<file path="src/rtl/pcat_pkg.sv">
package pcat_pkg;

    typedef enum logic [1:0] {
        ST_IDLE = 2'd0,
        ST_FILL = 2'd1,
        ST_SEND = 2'd2
    } grp_state_e;

    // number of whole segments needed for a byte count
    function automatic int unsigned segs_for(input int unsigned bytes, input int unsigned seg);
        return (bytes + seg - 1) / seg;
    endfunction

endpackage

</file>
<file path="src/rtl/pcat_seg_buf.sv">
module pcat_seg_buf #(
    parameter int SEG_BYTES = 64,
    parameter int FILL_W    = $clog2(SEG_BYTES + 1)
) (
    input  logic                   clk,
    input  logic                   rst,
    input  logic                   wr_en,
    input  logic [7:0]             wr_byte,
    input  logic                   clr,
    output logic [FILL_W-1:0]      fill,
    output logic [SEG_BYTES*8-1:0] data
);
    localparam logic [FILL_W-1:0] FULL = FILL_W'(SEG_BYTES);

    logic [FILL_W-1:0] fill_q;

    always_ff @(posedge clk) begin
        if (rst || clr)
            fill_q <= '0;
        else if (wr_en)
            fill_q <= fill_q + FILL_W'(1);
    end

    generate
        for (genvar i = 0; i < SEG_BYTES; i++) begin : g_lane
            logic [7:0] lane_q;
            always_ff @(posedge clk) begin
                if (rst || clr)
                    lane_q <= 8'h00;
                else if (wr_en && fill_q == FILL_W'(i))
                    lane_q <= wr_byte;
            end
            assign data[i*8 +: 8] = lane_q;
        end
    endgenerate

    assign fill = fill_q;


    fill_bound_chk: assert property (@(posedge clk) disable iff (rst)
        fill_q <= FULL);


    no_write_past_end_chk: assert property (@(posedge clk) disable iff (rst)
        wr_en |-> fill_q < FULL);

endmodule

</file>
<file path="src/rtl/pcat_grp_ctrl.sv">
module pcat_grp_ctrl
    import pcat_pkg::*;
#(
    parameter int SEG_BYTES = 64,
    parameter int LEN_W     = 11,
    parameter int CNT_W     = 4,
    parameter int FILL_W    = $clog2(SEG_BYTES + 1),
    parameter int GSEG_W    = 9
) (
    input  logic              clk,
    input  logic              rst,
    input  logic [CNT_W-1:0]  cfg_max_pkts,
    input  logic              hdr_valid,
    input  logic [LEN_W-1:0]  hdr_len,
    output logic              hdr_ready,
    input  logic              dat_valid,
    output logic              dat_ready,
    input  logic [FILL_W-1:0] fill,
    output logic              wr_en,
    output logic              clr,
    output logic              seg_valid,
    output logic              seg_last,
    output logic [FILL_W-1:0] seg_pad,
    input  logic              seg_ready,
    output logic              grp_done,
    output logic [GSEG_W-1:0] grp_segs,
    output logic [CNT_W-1:0]  grp_pkts
);
    localparam logic [FILL_W-1:0] FULL     = FILL_W'(SEG_BYTES);
    localparam logic [FILL_W-1:0] LAST_POS = FILL_W'(SEG_BYTES - 1);

    typedef struct packed {
        logic [GSEG_W-1:0] segs;
        logic [CNT_W-1:0]  pkts;
    } grp_rpt_t;

    grp_state_e       st_q;
    logic [LEN_W-1:0] left_q;
    logic [CNT_W-1:0] cnt_q;
    logic [CNT_W-1:0] thr_q;
    logic             last_q;
    logic [GSEG_W-1:0] segs_q;
    logic             done_q;
    grp_rpt_t         rpt_q;

    logic pkt_end, full_next, cont;
    logic [CNT_W-1:0] thr_eff;

    assign pkt_end   = (left_q == LEN_W'(1));
    assign full_next = (fill == LAST_POS);
    assign cont      = hdr_valid && (cnt_q < thr_q);
    assign thr_eff   = (cfg_max_pkts == '0) ? CNT_W'(1) : cfg_max_pkts;

    assign wr_en     = (st_q == ST_FILL) && dat_valid;
    assign dat_ready = (st_q == ST_FILL);
    assign hdr_ready = (st_q == ST_IDLE) || (wr_en && pkt_end && cont);
    assign seg_valid = (st_q == ST_SEND);
    assign seg_last  = last_q;
    assign seg_pad   = last_q ? (FULL - fill) : '0;
    assign clr       = seg_valid && seg_ready;

    always_ff @(posedge clk) begin
        if (rst) begin
            st_q   <= ST_IDLE;
            left_q <= '0;
            cnt_q  <= '0;
            thr_q  <= CNT_W'(1);
            last_q <= 1'b0;
            segs_q <= '0;
            done_q <= 1'b0;
            rpt_q  <= '0;
        end else begin
            done_q <= 1'b0;
            unique case (st_q)
                ST_IDLE: begin
                    if (hdr_valid) begin
                        left_q <= hdr_len;
                        cnt_q  <= CNT_W'(1);
                        thr_q  <= thr_eff;
                        segs_q <= '0;
                        last_q <= 1'b0;
                        st_q   <= ST_FILL;
                    end
                end
                ST_FILL: begin
                    if (dat_valid) begin
                        if (pkt_end) begin
                            if (cont) begin
                                left_q <= hdr_len;
                                cnt_q  <= cnt_q + CNT_W'(1);
                                if (full_next) begin
                                    last_q <= 1'b0;
                                    st_q   <= ST_SEND;
                                end
                            end else begin
                                left_q <= '0;
                                last_q <= 1'b1;
                                st_q   <= ST_SEND;
                            end
                        end else begin
                            left_q <= left_q - LEN_W'(1);
                            if (full_next) begin
                                last_q <= 1'b0;
                                st_q   <= ST_SEND;
                            end
                        end
                    end
                end
                ST_SEND: begin
                    if (seg_ready) begin
                        segs_q <= segs_q + GSEG_W'(1);
                        if (last_q) begin
                            done_q     <= 1'b1;
                            rpt_q.segs <= segs_q + GSEG_W'(1);
                            rpt_q.pkts <= cnt_q;
                            st_q       <= ST_IDLE;
                        end else begin
                            st_q <= ST_FILL;
                        end
                    end
                end
                default: st_q <= ST_IDLE;
            endcase
        end
    end

    assign grp_done = done_q;
    assign grp_segs = rpt_q.segs;
    assign grp_pkts = rpt_q.pkts;


    full_unless_last_chk: assert property (@(posedge clk) disable iff (rst)
        seg_valid && !seg_last |-> fill == FULL);


    grp_cap_chk: assert property (@(posedge clk) disable iff (rst)
        st_q == ST_FILL |-> cnt_q <= thr_q);


    empty_close_chk: assert property (@(posedge clk) disable iff (rst)
        wr_en && pkt_end && !hdr_valid |=> seg_valid && seg_last);


    seg_hold_chk: assert property (@(posedge clk) disable iff (rst)
        seg_valid && !seg_ready |=> seg_valid && $stable(seg_last) && $stable(seg_pad));


    no_intake_while_send_chk: assert property (@(posedge clk) disable iff (rst)
        seg_valid |-> !hdr_ready && !dat_ready);


    done_after_last_chk: assert property (@(posedge clk) disable iff (rst)
        seg_valid && seg_ready && seg_last |=> grp_done);


    done_single_chk: assert property (@(posedge clk) disable iff (rst)
        grp_done |=> !grp_done);

endmodule

</file>
<file path="src/rtl/pcat_stats.sv">
module pcat_stats #(
    parameter int SEG_BYTES = 64,
    parameter int FILL_W    = $clog2(SEG_BYTES + 1),
    parameter int STAT_W    = 32
) (
    input  logic              clk,
    input  logic              rst,
    input  logic              seg_fire,
    input  logic [FILL_W-1:0] seg_pad,
    output logic [STAT_W-1:0] pad_total,
    output logic [STAT_W-1:0] fwd_total
);
    logic [STAT_W-1:0] pad_q, fwd_q;

    always_ff @(posedge clk) begin
        if (rst) begin
            pad_q <= '0;
            fwd_q <= '0;
        end else if (seg_fire) begin
            pad_q <= pad_q + STAT_W'(seg_pad);
            fwd_q <= fwd_q + STAT_W'(SEG_BYTES);
        end
    end

    assign pad_total = pad_q;
    assign fwd_total = fwd_q;


    fwd_step_chk: assert property (@(posedge clk) disable iff (rst)
        seg_fire |=> fwd_total == $past(fwd_total) + STAT_W'(SEG_BYTES));


    pad_below_fwd_chk: assert property (@(posedge clk) disable iff (rst)
        pad_total <= fwd_total);

endmodule

</file>
<file path="src/rtl/pcat_segmenter.sv">
module pcat_segmenter #(
    parameter int SEG_BYTES = 64,
    parameter int LEN_W     = 11,
    parameter int CNT_W     = 4,
    parameter int STAT_W    = 32,
    localparam int FILL_W   = $clog2(SEG_BYTES + 1),
    localparam int GSEG_W   = $clog2(((2**CNT_W - 1) * (2**LEN_W - 1)) / SEG_BYTES + 2)
) (
    input  logic                   clk,
    input  logic                   rst,
    input  logic [CNT_W-1:0]       cfg_max_pkts,
    input  logic                   hdr_valid,
    input  logic [LEN_W-1:0]       hdr_len,
    output logic                   hdr_ready,
    input  logic                   dat_valid,
    input  logic [7:0]             dat_byte,
    output logic                   dat_ready,
    output logic                   seg_valid,
    output logic [SEG_BYTES*8-1:0] seg_data,
    output logic                   seg_last,
    output logic [FILL_W-1:0]      seg_pad,
    input  logic                   seg_ready,
    output logic                   grp_done,
    output logic [GSEG_W-1:0]      grp_segs,
    output logic [CNT_W-1:0]       grp_pkts,
    output logic [STAT_W-1:0]      pad_total,
    output logic [STAT_W-1:0]      fwd_total
);
    logic              wr_en, clr;
    logic [FILL_W-1:0] fill;

    pcat_seg_buf #(.SEG_BYTES(SEG_BYTES), .FILL_W(FILL_W)) u_buf (
        .clk(clk), .rst(rst), .wr_en(wr_en), .wr_byte(dat_byte),
        .clr(clr), .fill(fill), .data(seg_data)
    );

    pcat_grp_ctrl #(
        .SEG_BYTES(SEG_BYTES), .LEN_W(LEN_W), .CNT_W(CNT_W),
        .FILL_W(FILL_W), .GSEG_W(GSEG_W)
    ) u_ctrl (
        .clk(clk), .rst(rst), .cfg_max_pkts(cfg_max_pkts),
        .hdr_valid(hdr_valid), .hdr_len(hdr_len), .hdr_ready(hdr_ready),
        .dat_valid(dat_valid), .dat_ready(dat_ready),
        .fill(fill), .wr_en(wr_en), .clr(clr),
        .seg_valid(seg_valid), .seg_last(seg_last), .seg_pad(seg_pad),
        .seg_ready(seg_ready), .grp_done(grp_done),
        .grp_segs(grp_segs), .grp_pkts(grp_pkts)
    );

    pcat_stats #(.SEG_BYTES(SEG_BYTES), .FILL_W(FILL_W), .STAT_W(STAT_W)) u_stats (
        .clk(clk), .rst(rst), .seg_fire(clr), .seg_pad(seg_pad),
        .pad_total(pad_total), .fwd_total(fwd_total)
    );

endmodule

</file>
<file path="config.mk">
export PLATFORM = sky130hd
export DESIGN_NAME = pcat_segmenter
export DESIGN_NICKNAME = d
export VERILOG_FILES = /design/src/rtl/pcat_pkg.sv /design/src/rtl/pcat_seg_buf.sv /design/src/rtl/pcat_grp_ctrl.sv /design/src/rtl/pcat_stats.sv /design/src/rtl/pcat_segmenter.sv
export SDC_FILE = /design/constraint.sdc
export NUM_CORES = 1
export LEC_CHECK = 0
export BUFFER_PORTS_ARGS = -buffer_cell sky130_fd_sc_hd__buf_2
export CORE_AREA = 2 2 245 247
export DETAILED_ROUTE_END_ITERATION = 10
export DIE_AREA = 0 0 247 249
export GPL_TIMING_DRIVEN = 0
export PLACE_DENSITY_LB_ADDON = 0.1
export SLEW_MARGIN = 20
export SYNTH_ARGS = -nofsm -noshare
export SYNTH_HDL_FRONTEND = slang
export SYNTH_SLANG_ARGS = --single-unit
export TNS_END_PERCENT = 100
</file>
<file path="constraint.sdc">
create_clock -name clk -period 4 [get_ports clk]
set_clock_uncertainty 0.1 [all_clocks]
set_input_delay 0.6 -clock clk [delete_from_list [all_inputs] [get_ports clk]]
set_output_delay 0.6 -clock clk [all_outputs]
set_load 0.01 [all_outputs]
</file>
== Word-level counts from Yosys, hierarchy flattened ==
Index checks and enable logic that the tools add are counted.

* Flip-flop bits (word level): 628
* Input bits: 28
* Output and inout bits: 601
* Word-level logic and storage cells: 270

* Add/sub/neg operators: 7
* Order comparisons: 1
* Equality and inequality tests: 71
* Muxes and demuxes: 30
* Bitwise gates (word level): 2
* Reductions and logical operators: 83

{| class="wikitable"
|+ Operators with widths
! operator !! count
|-
| 7-bit by 6-bit equality test with 1-bit output (second input constant) || 32
|-
| 7-bit by 5-bit equality test with 1-bit output (second input constant) || 16
|-
| 1-bit logical AND || 69
|-
| 7-bit by 4-bit equality test with 1-bit output (second input constant) || 8
|-
| 11-bit 2-to-1 mux || 4
|-
| 32-bit by 7-bit adder with 32-bit output || 1
|-
| 32-bit by 7-bit adder with 32-bit output (second input constant) || 1
|-
| 7-bit by 3-bit equality test with 1-bit output (second input constant) || 4
|-
| 11-bit case mux with 2 select lines || 1
|-
| 4-bit 2-to-1 mux || 5
|-
| 9-bit 2-to-1 mux || 2
|-
| 9-bit case mux with 2 select lines || 1
|-
| 7-bit by 2-bit equality test with 1-bit output (second input constant) || 2
|-
| 2-bit 2-to-1 mux || 6
|-
| 3-bit AND reduction || 4
|-
| 11-bit by 1-bit equality test with 1-bit output (second input constant) || 1
|-
| 11-bit by 1-bit subtractor with 11-bit output (second input constant) || 1
|-
| 9-bit by 1-bit adder with 9-bit output (second input constant) || 1
|-
| 4-bit case mux with 2 select lines || 1
|-
| 7-bit by 1-bit adder with 7-bit output (second input constant) || 1
|-
| 7-bit by 1-bit equality test with 1-bit output (second input constant) || 1
|-
| 7-bit logical NOT || 1
|-
| 1-bit 2-to-1 mux || 7
|-
| 7-bit 2-to-1 mux || 1
|-
| 17 further kinds || 23
|}

== Logic depth before layout (Yosys ltp) ==
Gate-level depths: netlist of the first run.

* Depth after elaboration: 6
* Depth in mapped cells: 13

== By module ==
Synthesis of the first run repeated with hierarchy kept, for this count alone.

* Cell total of the unflattened synthesis: 2428
* Area total of the unflattened synthesis: 24551.0 µm²

{| class="wikitable"
|+ Modules (own cells, without submodules)
! module !! instances !! cells each !! area an instance (µm²) !! seq. area each (µm²)
|-
| pcat_seg_buf || 1 || 1799 || 19261.0 || 10390.0
|-
| pcat_stats || 1 || 323 || 2842.7 || 1161.1
|-
| pcat_grp_ctrl || 1 || 306 || 2447.3 || 900.9
|}

== Worst setup path after synthesis of the first run ==
Ideal clock, no wire load.

* Kind: register -> register
* From: register u_buf.fill_q[0] (netlist: u_buf.fill[0])
* To: register u_stats.pad_q[29] (netlist: u_stats.pad_total[29])
* Arrival: 2992 ps
* Data required time: 3830 ps
* Setup slack: 838 ps
* Stages on the path, launching flop included: 14
* Buffers on the path: 1
* Period minus slack after synthesis: 3162 ps
* Cells stage by stage: dfxtp_1 inv_1 ha_1 clkbuf_1 nand2_1 nor3_1 xor2_1 and2_1 ha_1 nor2_1 a2111oi_4 nand2_4 or4_1 a21oi_1

* Cells in the longest elaborated chain, start to end: 3

{| class="wikitable"
|+ Ends and longest elaborated chain
! element !! line !! RTL
|-
| from (decl) || pcat_seg_buf.sv:15 || <nowiki>logic [FILL_W-1:0] fill_q;</nowiki>
|-
| from (signal assigned) || pcat_seg_buf.sv:21 || <nowiki>fill_q <= fill_q + FILL_W'(1);</nowiki>
|-
| 7-bit subtractor || pcat_grp_ctrl.sv:59 || <nowiki>assign seg_pad = last_q ? (FULL - fill) : '0;</nowiki>
|-
| 7-bit 2-to-1 mux || pcat_grp_ctrl.sv:59 ||
|-
| named net seg_pad[6] || pcat_segmenter.sv:21 || <nowiki>output logic [FILL_W-1:0] seg_pad,</nowiki>
|-
| 32-bit by 7-bit adder with 32-bit output || pcat_stats.sv:20 || <nowiki>pad_q <= pad_q + STAT_W'(seg_pad);</nowiki>
|-
| to (signal assigned) || pcat_stats.sv:20 ||
|-
| to (decl) || pcat_stats.sv:13 || <nowiki>logic [STAT_W-1:0] pad_q, fwd_q;</nowiki>
|}

The timed path passes the listed nets, and every way through them passes these cells.
A chain may end at the register's enable or synchronous reset.

== Worst setup path in the final report of the first run ==
* From: register u_buf.fill_q[0] (netlist: u_buf.fill[0])
* To: register u_stats.pad_q[27] (netlist: u_stats.pad_total[27])

* Cells in the longest elaborated chain, start to end: 3

{| class="wikitable"
|+ Ends and longest elaborated chain
! element !! line
|-
| 7-bit subtractor || pcat_grp_ctrl.sv:59
|-
| 7-bit 2-to-1 mux || pcat_grp_ctrl.sv:59
|-
| 32-bit by 7-bit adder with 32-bit output || pcat_stats.sv:20
|}

Every way passes these cells.

==> impl_results.md, run 1 <==
* Status: finished clean
* Initial antenna violation count at 4
* CP bufs+invs at 2
* Chip Height at 249 microns
* Via Count at 24600
* DRT Pass-1 Iters at 5
* H-tree depth at 3
* Grt ovf at 0
* Number of synthesized flops with an enable pin at 0
* Switching Share at 23.3%
* Antenna-violating nets left at 0
* Avg Vias per Cell at 5.49
* Die area at 61500 sq um
* Detail Placement HPWL at 76.4 mm
* Synth Register Bits at 622
* Total Power at 13.1 mW
* Reg-to-reg critical path startpoint: u_buf.fill[0]$_SDFFE_PP0P_
* CP required at 4.42 ns
* Peak VDD IR at 0.328 mV
* FF-to-FF setup slack at 0.27 ns
* Worst setup EP type: flop
* Flop pwr share at 47.6%
* Asr flop ratio synth at 0%
* Yosys warnings at 0
* Combinational share of power at 4.0%
* Worst r2r path cells at 13
* Yosys cell types at 64
* Seq/Total Area, Yosys at 51.1%
* Critical hold path startpoint: cfg_max_pkts[1]
* Post_cts resized at 0
* First-pass GRT wire length at 149 mm
* Critical-path cell list: inv_1 -> ha_1 -> clkbuf_1 -> nand2_1 -> nor3_1 -> xor2_1 -> and2_1 -> ha_1 -> nor2_1 -> a2111oi_4 -> nand2_4 -> or4_1 -> a21oi_1
* PD cells at 427 nW/um^2
* Initial core utilization at 41.6%
* Family with the most delay on the worst path: simple AND/OR/NAND/NOR gates
* Startpoint Class: flop
* Min Tclk post-route at 3.73 ns
* IO Port Bufs at 613
* Cell area after layout at 30700 sq um
* F_max at 268 MHz
* Routed len/inst at 22.9 microns
* Clk pwr share at 48.4%
* Clock net sink count at 622
* Worst-margin pin slew at 1.19 ns
* Total track usage at 32.0%
* Clock buffer depth at 3
* Pin count of the biggest net entering global routing at 14
* CP max-delay cell: a2111oi_4
* Nets at 3694
* Worst Hold Class: input port to flop
* Clk_lat worst skew at 0.59 ns
* Slew headroom at 20.6%
* Hold endpoint: u_ctrl.thr_q[1]$_SDFFE_PP0P_
* Setup Buffers After CTS at 0
* Internal Power at 10.0 mW
* RSZ-0062 raised after global routing: false
* Endpoints failing setup at 0
* DRC at 0
* Most common cell after layout, fill and taps aside: buf_2
* WHS at 0.156 ns
* # IOs at 629
* CP most frequent cell: ha_1
* 1st-iter DRT viols at 1909
* Clk root buf: clkbuf_16
* Syn Inst Count at 2957
* Syn avg cell area at 8.25 sq um
* Placed cell area at 28400 sq um
* Data arrival time of the worst path at 4.15 ns
* Syn Std Cell Area at 24400 sq um
* CTS tree: yes
* Fin. max-slew vios at 0
* Dominant synthesized flop cell: dfxtp_1
* Hold path depth at 3
* Commonest cells after routing, fill and taps aside: 645 x buf_2, 622 x dfxtp_1, 506 x nand2_1, 476 x a21oi_1, 302 x o21ai_0
* Area growth from synthesis to layout at 25.8%
* Setup TNS at 0 ns
* Leak pwr at 12.3 nW
* RD Place Congestion at 0.883
* CP Class: flop to flop
* Reg-to-reg endpoint: u_stats.pad_total[27]$_SDFFE_PP0P_
* Crit Path Max Fanout at 9
* Crit share post-route at 93.2%
* Die width at 247 microns
* WL final at 103 mm
* Number of global-route vias before repair at 23300
* Layout cells sized above 1 at 21.5%
* Max_cap viols at 0
* P_sw at 3.06 mW
* Final Hold Fails at 0
* Core footprint at 58700 sq um
* Std cell rows at 89
* CTS Hold Buffers Added at 0
* Clock slew at reported path FFs at 0.06 ns
* Clock buffer count from CTS at 69
* Delay of the slowest critical-path stage at 0.67 ns
-- flip-flops by register name (all words and copies together), names as in the netlist --
name                 count
u_buf.g_lane.lane_q    512
u_stats.pad_total       32
u_stats.fwd_total       26
u_ctrl.left_q           11
u_ctrl.grp_segs          9
u_ctrl.segs_q            9
u_buf.fill               7
u_ctrl.cnt_q             4
u_ctrl.grp_pkts          4
u_ctrl.thr_q             4
u_ctrl.st_q              2
u_ctrl.grp_done          1
u_ctrl.seg_last          1
-- synth_stat cells, types with 12 or more instances --
cell	instances	area, sq um
nor2_1	197	739
o21ai_0	302	1510
nand2b_1	13	81.3
inv_1	19	71.3
nand3_1	176	881
xnor2_1	24	210
nand4_1	16	100
and2_1	14	87.6
clkbuf_1	184	691
dfxtp_1	622	12500
or3_1	15	93.8
buf_1	33	124
a211oi_1	12	90.1
nor3_1	23	115
ha_1	19	238
xor2_1	36	315
a21oi_1	476	2380
buf_2	32	160
nand2_1	506	1900
and3_1	15	93.8
mux2i_1	91	911
-- power groups by stage --
stage	Sequential [mW]	Clock, mW	Combinational [mW]
2_1_floorplan	6.37	0	0.294
3_3_place_gp	6.38	0	0.512
6_report	6.24	6.33	0.525
3_5_place_dp	6.38	0	0.517
5_1_grt	6.24	6.61	0.559
4_1_cts	6.24	6.39	0.519
-- area by class of cell --
type                       instances  area [sq um]
fill                            5744         28000
sequential                       622         12500
tap                              773           967
inverter                          19          71.3
buffer                           257          1040
multi-input combinational       2064         10800
timing repair buffer             613          3070
antenna                            3          7.51
clock buffer                     103          2030
clock inverter                    18           203
-- tightest hold or removal path, delay by kind of cell --
family	cells	cell delay, ns
compound gates	1	0.05
simple gates	1	0.05
buf+inv	1	0.10
-- per-stage QoR --
stage,cells,worst slack [ns],util (%)
after floorplan,2962,0.838,-
after global placement,4348,0.404,48.5
after detailed placement,4348,0.347,48.5
after CTS,4469,0.309,52.3
after global routing,4472,0.00911,52.3
final,4472,0.270,52.3
-- cells by family after synthesis --
group	count (synthesis)	synth area share (%)
AO/OA/AOI/OAI	833	17.8
multiplexers	92	3.78
flip-flops	622	51.1
other	1	0.0154
XOR/XNOR	60	2.15
buffers and inverters	276	4.55
AND/OR/NAND/NOR	1053	19.6
adder cells (fa/ha/maj)	20	1.06
-- routing by layer --
metal / vias to the layer above / wire length, microns / global-route usage, %
met5: - / 13 / 0
met3: 205 / 9010 / 8.25
met1: 11800 / 40100 / 38.5
li1: 11500 / - / -
met4: 2 / 4520 / 14.6
met2: 1039 / 49000 / 53.4
-- worst max path at each step --
| stage | from | to | slack [ns] | cells after the start |
|---|---|---|---|---|
| detailed placement | u_buf.fill[0]$_SDFFE_PP0P_ | u_stats.pad_total[27]$_SDFFE_PP0P_ | 0.35 | 13 |
| finish | u_buf.fill[0]$_SDFFE_PP0P_ | u_stats.pad_total[27]$_SDFFE_PP0P_ | 0.27 | 13 |
| global route | u_buf.fill[0]$_SDFFE_PP0P_ | u_stats.pad_total[29]$_SDFFE_PP0P_ | 0.009 | 13 |
| CTS | u_buf.fill[0]$_SDFFE_PP0P_ | u_stats.pad_total[27]$_SDFFE_PP0P_ | 0.31 | 13 |
| global placement | u_buf.fill[0]$_SDFFE_PP0P_ | u_stats.pad_total[27]$_SDFFE_PP0P_ | 0.40 | 13 |
| floorplan | u_buf.fill[0]$_SDFFE_PP0P_ | u_stats.pad_total[29]$_SDFFE_PP0P_ | 0.84 | 13 |
(Power assumes the default switching activity.)
==> run 2, diff against run 1 <==
--- a/config.mk
+++ b/config.mk
@@ -6,9 +6,9 @@
 export NUM_CORES = 1
 export LEC_CHECK = 0
 export BUFFER_PORTS_ARGS = -buffer_cell sky130_fd_sc_hd__buf_2
-export CORE_AREA = 2 2 245 247
+export CORE_AREA = 2 2 243 245
 export DETAILED_ROUTE_END_ITERATION = 10
-export DIE_AREA = 0 0 247 249
+export DIE_AREA = 0 0 245 247
 export GPL_TIMING_DRIVEN = 0
 export PLACE_DENSITY_LB_ADDON = 0.1
 export SLEW_MARGIN = 20
==> constraint.sdc (replaced) <==
create_clock -name clk -period 3.09 [get_ports clk]
set_clock_uncertainty 0.1 [all_clocks]
set_input_delay 0.4635 -clock clk [delete_from_list [all_inputs] [get_ports clk]]
set_output_delay 0.4635 -clock clk [all_outputs]
set_load 0.01 [all_outputs]
==> run 2 against run 1 <==
Net effect:
- via count increased by 1.2%
- wire length about the same
- sequential power increased by 29%
- worst hold slack got worse by 0.12 ns
- setup slack got worse by 0.16 ns
- non-clock buffer count increased by 16
- clock-buffer cell count increased by 2
- combinational power increased by 34%
- critical path type is now flop to primary output
- critical endpoint is now hdr_ready
- largest power group is now registers
==> impl_results.md, run 2 (same netlist as run 1, synthesis figures left out) <==
* Post-route insts no fill at 4486 (+0.31%)
* Max FFs per register at 512 (unchanged)
* Clk root buf: clkbuf_16
* Clk_lat worst skew at 0.60 ns (about the same)
* Commonest cells after routing, fill and taps aside: 641 x buf_2, 620 x dfxtp_1, 505 x nand2_1, 474 x a21oi_1, 302 x o21ai_0
* Crit Path Max Fanout at 10 (+1)
* Total track usage at 32.3% (+0.28 points)
* Clock buffer depth at 3 (unchanged)
* Cell area after layout at 30900 sq um (+0.72%)
* CP max-delay cell: dfxtp_1
* Placed cell area at 28500 sq um (about the same)
* Die width at 245 microns (-0.81%)
* Worst r2r path cells at 13 (unchanged)
* Worst setup EP type: primary output
* Routed len/inst at 22.9 microns (-0.36%)
* Status: finished clean
* Fin. max-slew vios at 0 (unchanged)
* Startpoint Class: flop
* CP required at 2.53 ns (-1.89 ns)
* PD cells at 544 nW/um^2 (+27%)
* Via Count at 24900 (+1.2%)
* Initial antenna violation count at 5 (+1)
* Number of global-route vias before repair at 23300 (-0.24%)
* F_max at 335 MHz
* FF-to-FF setup slack at 0.13 ns (-0.14 ns)
* H-tree depth at 3 (unchanged)
* CP Class: flop to primary output
* Chip Height at 247 microns (-0.80%)
* DRC at 0 (unchanged)
* Die area at 60500 sq um (-1.6%)
* Util after Layout at 53.1% (+0.78 points)
* Detail Placement HPWL at 76.1 mm (-0.31%)
* Worst-margin pin slew at 1.14 ns (-0.0511 ns)
* Crit share post-route at 96.5%
* CTS tree: yes
* Leak pwr at 12.4 nW (+0.44%)
* Min Tclk post-route at 2.98 ns
* Slew headroom at 24.0% (+3.4 points)
* Clock slew at reported path FFs at 0.06 ns (about the same)
* Fill cells at 5725 (-0.33%)
* Nets at 3709 (+0.41%)
* Max_cap viols at 0 (unchanged)
* Core footprint at 58200 sq um (-0.76%)
* CP most frequent cell: clkbuf_4
* Most common cell after layout, fill and taps aside: buf_2
* Critical hold path startpoint: hdr_len[4]
* # IOs at 629 (unchanged)
* Pin count of the biggest net entering global routing at 15 (+1)
* Hold endpoint: u_ctrl.left_q[4]$_SDFFE_PP0P_
* Grt ovf at 0 (unchanged)
* Largest Register: u_buf.g_lane.lane_q
* Initial core utilization at 41.9% (+0.32 points)
* Worst Hold Class: input port to flop
* 1st-iter DRT viols at 1695 (-11%)
* Reg-to-reg endpoint: u_stats.pad_total[27]$_SDFFE_PP0P_
* Hold path depth at 3 (unchanged)
* Final Hold Fails at 0 (unchanged)
* Clock net sink count at 622 (unchanged)
* Area growth from synthesis to layout at 26.7%
* Std cell rows at 89 (unchanged)
* Placed cell count at 4349 (+0.023%)
* IO Port Bufs at 613 (unchanged)
* Reg-to-reg critical path startpoint: u_buf.fill[0]$_SDFFE_PP0P_
* Antenna-violating nets left at 0 (unchanged)
* Clock buffer count from CTS at 68 (-1.4%)
* Critical-path cell list: clkbuf_4 -> and3b_1 -> clkbuf_4 -> nand4_1 -> o21ba_4 -> clkbuf_4 -> or2_2 -> buf_2
* Layout cells sized above 1 at 22.2% (+0.67 points)
* Endpoints failing setup at 0 (unchanged)
* Peak VDD IR at 0.315 mV (-4.0%)
* Data arrival time of the worst path at 2.42 ns (-1.73 ns)
* WL final at 103 mm (about the same)
* RD Place Congestion at 0.925 (+4.8%)
* DRT Pass-1 Iters at 8 (+3)
* First-pass GRT wire length at 147 mm (-1.0%)
* Avg Vias per Cell at 5.54 (+0.91%)
* Delay of the slowest critical-path stage at 0.30 ns (-0.37 ns)
run 2: changes by cell type in the layout (fill, tap and decap cells not counted), moves of 4 or more:
cell           change
buf_2              -4
buf_4             +12
clkbuf_8           -6
dlygate4sd3_1      +4
clkbuf_4           +5
ha_1               -4
run 2: power by group:
group          switching [mW]  internal (mW)
registers              0.0347           8.05
clock network            3.34           4.69
logic                   0.532          0.173
total                    3.91           12.9
run 2: what timing repair did:
item / in CTS / in global routing
pin swaps: 4 / 7
hold buffers: 4 / 0
hold endpoints to repair: 4 / 0
resized for setup: 13 / 29
buffers inserted: 7 / 6
setup endpoints to repair: 27 / 27
run 2: metrics by stage:
step	hold WS (ns)	setup TNS [ns]	worst slack [ns]	power (mW)
6_report	0.0381	0	0.107	16.8
5_1_grt	0.0303	-0.0379	-0.0200	17.3
4_1_cts	0.00851	0	0.00180	16.9
3_5_place_dp	0.344	-5.58	-0.477	8.92
3_3_place_gp	0.340	-4.31	-0.406	8.91
2_1_floorplan	0.336	0	0.0259	8.63
run 2: final cells by class:
cell class	count	area, sq um	area share [%]
sequential	622	12500	40.3
antenna	3	7.51	0.0243
tap	773	967	3.13
clock buffer	105	1990	6.45
timing repair buffer	630	3220	10.4
multi-input combinational	2064	11000	35.5
inverter	19	71.3	0.231
buffer	256	1060	3.44
clock inverter	14	151	0.490
run 2: routing by layer:
layer	vias up	wire, microns	track usage [%]
met2	1112	49100	54.3
met3	219	8280	6.88
met5	-	23	0
li1	11500	-	-
met1	12000	40500	39.4
met4	4	4610	15.2
run 2: worst max-delay path by stage:
| stage | from | to | slack, ns | depth (start not counted) |
|---|---|---|---|---|
| finish | u_ctrl.st_q[1]$_SDFFE_PP0P_ | hdr_ready | 0.11 | 8 |
| global route | u_buf.fill[0]$_SDFFE_PP0P_ | u_stats.pad_total[31]$_SDFFE_PP0P_ | -0.02 | 14 |
| CTS | u_ctrl.cnt_q[2]$_SDFFE_PP0P_ | hdr_ready | 0.002 | 7 |
| detailed placement | u_buf.fill[0]$_SDFFE_PP0P_ | u_stats.pad_total[29]$_SDFFE_PP0P_ | -0.48 | 13 |
| global placement | u_buf.fill[0]$_SDFFE_PP0P_ | u_stats.pad_total[31]$_SDFFE_PP0P_ | -0.41 | 13 |
| floorplan | u_buf.fill[0]$_SDFFE_PP0P_ | u_stats.pad_total[29]$_SDFFE_PP0P_ | 0.03 | 13 |
run 2: critical path, delay by kind of cell (launching register included):
kind / cells / cell delay, ns
buf+inv: 4 / 0.71
simple gates: 3 / 0.61
flops: 1 / 0.30
compound gates: 1 / 0.19
